`config.mk`:
```
export PLATFORM = sky130hd
export DESIGN_NAME = core_clk_gear
export DESIGN_NICKNAME = d
export VERILOG_FILES = /design/src/rtl/core_clk_gear.sv
export SDC_FILE = /design/constraint.sdc
export NUM_CORES = 1
export LEC_CHECK = 0
export ABC_CLOCK_PERIOD_IN_PS = 3320
export BUFFER_PORTS_ARGS = -buffer_cell sky130_fd_sc_hd__buf_2
export CAP_MARGIN = 5
export CORE_AREA = 5 5 42 44
export CTS_CLUSTER_DIAMETER = 50
export DETAILED_ROUTE_END_ITERATION = 7
export DIE_AREA = 0 0 47 49
export HOLD_SLACK_MARGIN = 0.08
export PLACE_DENSITY = 0.4
export SYNTH_ARGS = -nofsm -noshare
export SYNTH_HDL_FRONTEND = slang
export SYNTH_SLANG_ARGS = --single-unit
```
`constraint.sdc`:
```
create_clock -name clk -period 3.32 [get_ports clk]
set_clock_uncertainty 0.2 [all_clocks]
set_input_delay 0.664 -clock clk [delete_from_list [all_inputs] [get_ports clk]]
set_output_delay 0.664 -clock clk [all_outputs]
set_load 0.01 [all_outputs]
```
`src/rtl/core_clk_gear.sv`:
```
module core_clk_gear #(
  parameter int GEAR_W = 2
) (
  input  logic              clk,
  input  logic              rst_n,
  input  logic [GEAR_W-1:0] gear_sel,
  input  logic              halt_req,
  input  logic              sleep_req,
  input  logic              nmi,
  input  logic              irq,
  input  logic              ext_irq,
  output logic              core_en,
  output logic              sys_run,
  output logic              periph_en
);
  localparam int CNT_W = (1 << GEAR_W) - 1;

  typedef enum logic [1:0] {ST_RUN, ST_HALT, ST_SLEEP} gate_st_t;

  gate_st_t         state_q, state_d;
  logic [CNT_W-1:0] cnt_q;
  logic [CNT_W:0]   reload_w;

  wire running = (state_q == ST_RUN);
  wire at_tc   = (cnt_q == '0);

  assign reload_w = ({{CNT_W{1'b0}}, 1'b1} << gear_sel) - 1'b1;

  always_comb begin
    state_d = state_q;
    unique case (state_q)
      ST_RUN:   if (sleep_req) state_d = ST_SLEEP;
                else if (halt_req) state_d = ST_HALT;
      ST_HALT:  if (nmi || irq || ext_irq) state_d = ST_RUN;
      ST_SLEEP: if (ext_irq) state_d = ST_RUN;
      default:  state_d = ST_RUN;
    endcase
  end

  always_ff @(posedge clk or negedge rst_n) begin
    if (!rst_n) state_q <= ST_RUN;
    else        state_q <= state_d;
  end

  always_ff @(posedge clk or negedge rst_n) begin
    if (!rst_n)                             cnt_q <= '0;
    else if (!running || state_d != ST_RUN) cnt_q <= '0;
    else if (at_tc)                         cnt_q <= reload_w[CNT_W-1:0];
    else                                    cnt_q <= cnt_q - 1'b1;
  end

  assign core_en   = running && at_tc;
  assign sys_run   = (state_q != ST_SLEEP);
  assign periph_en = sys_run;

  AST_FULL_RATE: assert property (@(posedge clk) disable iff (!rst_n)
    (core_en && gear_sel == '0 && !halt_req && !sleep_req) |=> core_en);
  AST_NO_SHORT: assert property (@(posedge clk) disable iff (!rst_n)
    (core_en && gear_sel != '0 && !halt_req && !sleep_req) |=> !core_en);
  AST_HALT_ENTRY: assert property (@(posedge clk) disable iff (!rst_n)
    (running && halt_req && !sleep_req) |=> (!core_en && sys_run && periph_en));
  AST_HALT_WAKE: assert property (@(posedge clk) disable iff (!rst_n)
    (state_q == ST_HALT && (nmi || irq || ext_irq)) |=> core_en);
  AST_SLEEP_ENTRY: assert property (@(posedge clk) disable iff (!rst_n)
    (running && sleep_req) |=> (!sys_run && !periph_en && !core_en));
  AST_SLEEP_HOLD: assert property (@(posedge clk) disable iff (!rst_n)
    (state_q == ST_SLEEP && !ext_irq) |=> (!sys_run && !core_en));
  AST_SLEEP_WAKE: assert property (@(posedge clk) disable iff (!rst_n)
    (state_q == ST_SLEEP && ext_irq) |=> (core_en && sys_run && periph_en));
  AST_HALT_HOLD: assert property (@(posedge clk) disable iff (!rst_n)
    (state_q == ST_HALT && !nmi && !irq && !ext_irq) |=> (!core_en && sys_run));
endmodule

```
==> results of run 1 <==
-- Yosys cell counts --
cell | count | share of area, %
mux2i_1 | 1 | 3.7
a21oi_1 | 1 | 1.9
buf_4 | 1 | 2.8
ha_1 | 1 | 4.7
and2_1 | 1 | 2.3
nand2b_1 | 1 | 2.3
inv_1 | 1 | 1.4
nor4_1 | 2 | 4.7
nor4b_1 | 2 | 6.5
dfrtp_1 | 5 | 47
o21ai_0 | 1 | 1.9
nor2b_1 | 1 | 2.3
or3_1 | 1 | 2.3
or4_1 | 1 | 2.8
nor3b_1 | 1 | 2.8
nor3_1 | 1 | 1.9
and3_1 | 1 | 2.3
nor2_1 | 5 | 7.0
-- path summary, 6_finish.rpt --
path                       cells after the start                  from              endpoint  slack [ns]
max                                            3  state_q[0]$_DFF_PN0_               core_en        1.05
min                                            1  state_q[0]$_DFF_PN0_  state_q[1]$_DFF_PN0_        0.33
max reg2reg                                    5    cnt_q[1]$_DFF_PN0_    cnt_q[2]$_DFF_PN0_        1.54
min reg2reg                                    1  state_q[0]$_DFF_PN0_  state_q[1]$_DFF_PN0_        0.33
max in group asynchronous                      2                 rst_n    cnt_q[1]$_DFF_PN0_        2.22
min in group asynchronous                      2                 rst_n  state_q[1]$_DFF_PN0_        0.56
-- area by class of cell --
| type | count | share of cell area [%] |
|---|---|---|
| tap | 16 | 5.37 |
| sequential | 5 | 33.6 |
| timing repair buffer | 12 | 17.4 |
| inverter | 1 | 1.01 |
| clock buffer | 4 | 7.05 |
| multi-input combinational | 21 | 35.6 |
-- layer usage --
layer  GRT usage, %  vias to the layer above  routed length [um]
met4           5.53                        0                   0
met1           7.38                      117                 243
met2           8.60                        9                 310
met5              0                        -                   0
li1               -                      130                   -
met3           5.54                        0                  48
-- stage by stage --
step / power, W / hold WS (ns)
2_1_floorplan: 0.0000951 / 0.168
3_3_place_gp: 0.000109 / 0.287
3_5_place_dp: 0.000110 / 0.283
4_1_cts: 0.000185 / 0.326
5_1_grt: 0.000196 / 0.350
6_report: 0.000179 / 0.325
-- state kept, by name (all words and copies together) (netlist names) --
name,count
state_q,2
cnt_q,3
-- worst register-to-register path, cell delays in order, from the launching register on --
cell	delay (ns)
dfrtp_1	0.40
nor4_1	0.29
nor2_1	0.09
ha_1	0.19
or3_1	0.33
and3_1	0.17
-- power groups by stage --
stage               Sequential [W]  Combinational, W  Clock (W)
finish                   0.0000723         0.0000367  0.0000704
detailed placement       0.0000730         0.0000366          0
CTS                      0.0000722         0.0000379  0.0000746
global route             0.0000733         0.0000426  0.0000800
global placement         0.0000730         0.0000360          0
floorplan                0.0000716         0.0000235          0
-- logic make-up (layout without fill, tap and decap cells) --
family	after synthesis	count (layout)	synth area share [%]
compound gates	2	2	3.72
fa+ha+maj	1	1	4.65
buf+inv	2	17	4.19
flops	5	5	46.5
mux	1	1	3.72
simple gates	17	17	37.2
==> results_dict.tcl, run 1 <==
set metrics [dict create \
    viasPerCell 4.34 \
    dieArea_mm2 0.00230 \
    cp.required_ns 2.46 \
    path_class "register to output pin" \
    finalHoldViolCount 0 \
    report.final.slew_viol_count 0 \
    setup_slack_ns 1.05 \
    syn_to_final_growth_pct 38.6 \
    routed-via-count 256 \
    slew_headroom_pct 73.2 \
    final_cells 59 \
    path_cells "or4_1, nor2_1, buf_2" \
    setup-tns-final_ns 0 \
    worst_setup_path_start_kind "register" \
    hold_class "register to register" \
    crit_path_max_fanout 6 \
    fp.dieW_um 47 \
    antenna_found_initial 0 \
    endpoint_kind "output pin" \
    numPortBuffers 11 \
    initialDrtViolationCount 2 \
    syn_inst 28 \
    worst_pin_slew_ns 0.398 \
    start_util_pct 19.2 \
    clock_path_buffers 2 \
    htreeDepth 1 \
    ys_ff_latch 5 \
    p_per_area_mw_per_mm2 481 \
    cts_setup_buffers 0 \
    grt_max_degree 7 \
    crit_family "simple AND/OR/NAND/NOR gates" \
    ctsHoldBuffers 1 \
    multi_input_area_um2 133 \
    layout.cells.most_common "buf_2" \
    clock_sinks 5 \
    p_seq_share_pct 40.3 \
    ys_types 18 \
    fin_area_um2 373 \
    row_count 14 \
    syn_area_per_cell_um2 9.61 \
    ctsResizeCount 0 \
    cts_buffers 3 \
    core_area_mm2 0.00140 \
    hpwl_um 466 \
    root_buffer "clkbuf_4" \
    cts_tree "done" \
    rsz0062_at_grt "false" \
    clk_latency_ns 0.24 \
    crit_arrival_ns 1.41 \
    drt-total-wl_um 603 \
    final_util_pct 26.6 \
    gp_congestion 0.771 \
    maxCapViolCount 0 \
    ant_nets 0 \
    final_nets 54 \
    layout-drive-gt1-share_pct 32.6 \
    final_cell_mix "buf_2 (11), nor2_1 (5), dfrtp_1 (5)" \
    switching_power_w 0.0000486 \
    switching_share_pct 27.1 \
    regArea_um2 125 \
    pin_count 12 \
    first_pass_iters 4 \
    crit_slowest_cell "or4_1" \
    irDropWorstVdd_mv 0.139 \
    diodes 0 \
    cp_slowest_stage_delay_ns 0.53 \
    avgRoutedWirePerCell_um 10.2 \
    period_needed_ns 2.27 \
    drc_errors 0 \
    finalCritPeriodShare_pct 68.5 \
    ys_seq_area_share_pct 46.5 \
    p_int_w 0.000131 \
    preCtsSetupSlack_ns 1.16 \
    clock.fmax_ghz 0.440 \
    power.share.clock_pct 39.2 \
    dp_cells 54 \
    nFillCells 162 \
    post_dp_cell_area_um2 337 \
    power_leakage_nw 0.185 \
    path_buf_inv 1 \
    synth.cell_area_um2 269 \
    grt_first_pass_wirelength_um 1060 \
    track_usage_pct 6.94 \
    dieHeight_um 49 \
    grt-ovfl-total 0 \
    yosys_warnings 0 \
    p_comb_share_pct 20.4 \
    syn-num-nets 38 \
    grt_pass1_vias 254 \
    setup_violations 0 \
    outcome "finished clean" \
    clkTransAtPathRegs_ns 0.05 \
]
No activity file was read; power rests on OpenSTA's default activity.
==> inputs of run 2 (changes only) <==
--- a/config.mk
+++ b/config.mk
@@ -5,7 +5,8 @@
 export SDC_FILE = /design/constraint.sdc
 export NUM_CORES = 1
 export LEC_CHECK = 0
-export ABC_CLOCK_PERIOD_IN_PS = 3320
+export ABC_AREA = 1
+export ABC_CLOCK_PERIOD_IN_PS = 2200
 export BUFFER_PORTS_ARGS = -buffer_cell sky130_fd_sc_hd__buf_2
 export CAP_MARGIN = 5
 export CORE_AREA = 5 5 42 44
@@ -13,7 +14,7 @@
 export DETAILED_ROUTE_END_ITERATION = 7
 export DIE_AREA = 0 0 47 49
 export HOLD_SLACK_MARGIN = 0.08
-export PLACE_DENSITY = 0.4
+export PLACE_DENSITY = 0.43
 export SYNTH_ARGS = -nofsm -noshare
 export SYNTH_HDL_FRONTEND = slang
 export SYNTH_SLANG_ARGS = --single-unit
==> constraint.sdc (replaced) <==
create_clock -name clk -period 2.2 [get_ports clk]
set_clock_uncertainty 0.2 [all_clocks]
set_input_delay 0.44 -clock clk [delete_from_list [all_inputs] [get_ports clk]]
set_output_delay 0.44 -clock clk [all_outputs]
set_load 0.01 [all_outputs]
==> run 2 against run 1 <==
  * Sequential power up 56%
  * First-iteration DRC count up 100%
  * Highest routed layer is now met4
  * Register-to-register slack worse by 0.77 ns
==> results_dict.tcl, run 2 <==
set metrics [dict create \
    outcome "finished clean" \
    largest_reg_flops 3 \
    rsz0062_at_grt "false" \
    synth_commonest_cells "inv_1 (9), dfrtp_1 (5), nor2_1 (5)" \
    regArea_um2 125 \
    setup_violations 0 \
    whs_ns 0.199 \
    ys_top_cells_by_area "dfrtp_1 (41%), inv_1 (11%), nand3_2 (6.6%)" \
    cts_setup_buffers 0 \
    grt_max_degree 6 \
    maxCapViolCount 0 \
    yosys_warnings 0 \
    report.final.slew_viol_count 0 \
    cp_slowest_stage_delay_ns 0.39 \
    preCtsSetupSlack_ns 0.672 \
    layout-drive-gt1-share_pct 36.5 \
    r2r_slack_ns 0.77 \
    core_area_mm2 0.00140 \
    avgRoutedWirePerCell_um 9.12 \
    worst_setup_path_start_kind "register" \
    clk_latency_ns 0.24 \
    cp.required_ns 1.56 \
    setup-tns-final_ns 0 \
    ant_nets 0 \
    rr_endpoint "cnt_q[2]$_DFF_PN0_" \
    worst_r2r_path_depth 7 \
    numPortBuffers 11 \
    power_leakage_nw 0.219 \
    crit_family "flip-flops" \
    start_util_pct 21.6 \
    drc_errors 0 \
    ys_seq_area_share_pct 41.3 \
    endpoint_kind "output pin" \
    top_regs "cnt_q: 3 flops, state_q: 2 flops" \
    gp_congestion 0.649 \
    post_dp_cell_area_um2 370 \
    crit_path_max_fanout 3 \
    root_buffer "clkbuf_4" \
    path_cells "nor2_1, inv_1, nor4_1, buf_2" \
    period_needed_ns 1.76 \
    fp.dieW_um 47 \
    synth.top_cell.area_share_pct 41.3 \
    finalHoldViolCount 0 \
    syn_to_final_growth_pct 34.3 \
    row_count 14 \
    nFillCells 163 \
    whs_path_depth 2 \
    regMostFlops "cnt_q" \
    initialDrtViolationCount 4 \
    finalCritPeriodShare_pct 80.2 \
    r2r-start "cnt_q[1]$_DFF_PN0_" \
    ys_ff_latch 5 \
    min-delay-start "sleep_req" \
    synth.most_common_cell "inv_1" \
    ys.flop_type "dfrtp_1" \
    syn_inst 37 \
    ys_async_sr_fraction_pct 100 \
    synth_edf_count 0 \
    cp-startpoint "state_q[0]$_DFF_PN0_" \
    crit_slowest_cell "dfrtp_1" \
    path_buf_inv 2 \
    grt_pass1_vias 291 \
    grt-ovfl-total 0 \
    hold_class "input port to register" \
    ctsResizeCount 0 \
    pin_count 12 \
    final_cell_mix "buf_2 (11), inv_1 (9), nor2_1 (5), dfrtp_1 (5), clkbuf_4 (3)" \
    track_usage_pct 6.65 \
    clkTransAtPathRegs_ns 0.04 \
    dp_cells 63 \
    layout.cells.most_common "buf_2" \
    ctsHoldBuffers 1 \
    grt_first_pass_wirelength_um 1060 \
    syn_area_per_cell_um2 8.18 \
    multi_input_area_um2 136 \
    final_nets 63 \
    first_pass_iters 2 \
    routed-via-count 288 \
    diodes 0 \
    worst_hold_path.endpoint "state_q[0]$_DFF_PN0_" \
    htreeDepth 1 \
    final_cells 68 \
    cts_tree "done" \
    yosysTopAreaCell "dfrtp_1" \
    crit_arrival_ns 1.12 \
    slew_headroom_pct 86.4 \
    clock_sinks 5 \
    cts_buffers 3 \
    clock.fmax_ghz 0.567 \
    irDropWorstVdd_mv 0.334 \
    hpwl_um 515 \
    worst_pin_slew_ns 0.202 \
    ys_types 18 \
    syn-num-nets 47 \
    synth.cell_area_um2 303 \
    setup_slack_ns 0.436 \
    clock_path_buffers 2 \
    drt-total-wl_um 620 \
    fin_area_um2 407 \
    dieHeight_um 49 \
    antenna_found_initial 0 \
    viasPerCell 4.24 \
    path_class "register to output pin" \
    dieArea_mm2 0.00230 \
    p_per_area_mw_per_mm2 763 \
]
==> run 2: cell families after synthesis <==
group | count (synthesis) | synth area share [%]
flops | 5 | 41.3
fa+ha+maj | 1 | 4.13
compound gates | 5 | 12.0
simple gates | 16 | 28.9
buf+inv | 10 | 13.6
==> run 2: cell type report <==
cell class | instances | area share [%]
clock buffer | 4 | 6.46
inverter | 9 | 8.31
multi-input combinational | 22 | 33.5
sequential | 5 | 30.8
tap | 16 | 4.92
timing repair buffer | 12 | 16.0
==> run 2: metal layers <==
metal | up-vias | routed length [um] | GRT usage [%]
li1 | 152 | - | -
met1 | 124 | 253 | 6.03
met2 | 10 | 290 | 10.4
met3 | 2 | 71 | 2.21
met4 | 0 | 5 | 6.91
met5 | - | 0 | 0
==> run 2: worst register-to-register path: cells and delay by family, from the launching register on <==
family / cells / cell delay, ns
fa+ha+maj: 1 / 0.21
buf+inv: 1 / 0.08
simple gates: 4 / 0.31
flops: 1 / 0.40
compound gates: 1 / 0.11
==> run 2: worst max-delay path by stage <==
| stage | cells past startpoint | to |
|---|---|---|
| final | 4 | core_en |
| after detailed placement | 4 | core_en |
| after global routing | 4 | core_en |
| after global placement | 8 | cnt_q[2]$_DFF_PN0_ |
| after floorplan | 3 | core_en |
| after CTS | 4 | core_en |
==> run 2: per-stage QoR <==
step / util (%) / total power (W)
after floorplan: - / 0.000178
after global placement: 26.4 / 0.000207
after detailed placement: 26.4 / 0.000206
after CTS: 29.0 / 0.000321
after global routing: 29.0 / 0.000343
final: 29.0 / 0.000310
==> run 2: power breakdown <==
group	internal [W]	total, W	switching (W)	leakage (nW)
Combinational	0.0000392	0.0000912	0.0000520	0.138
Clock	0.0000686	0.000107	0.0000379	0.0150
Sequential	0.000103	0.000113	0.00000932	0.0665
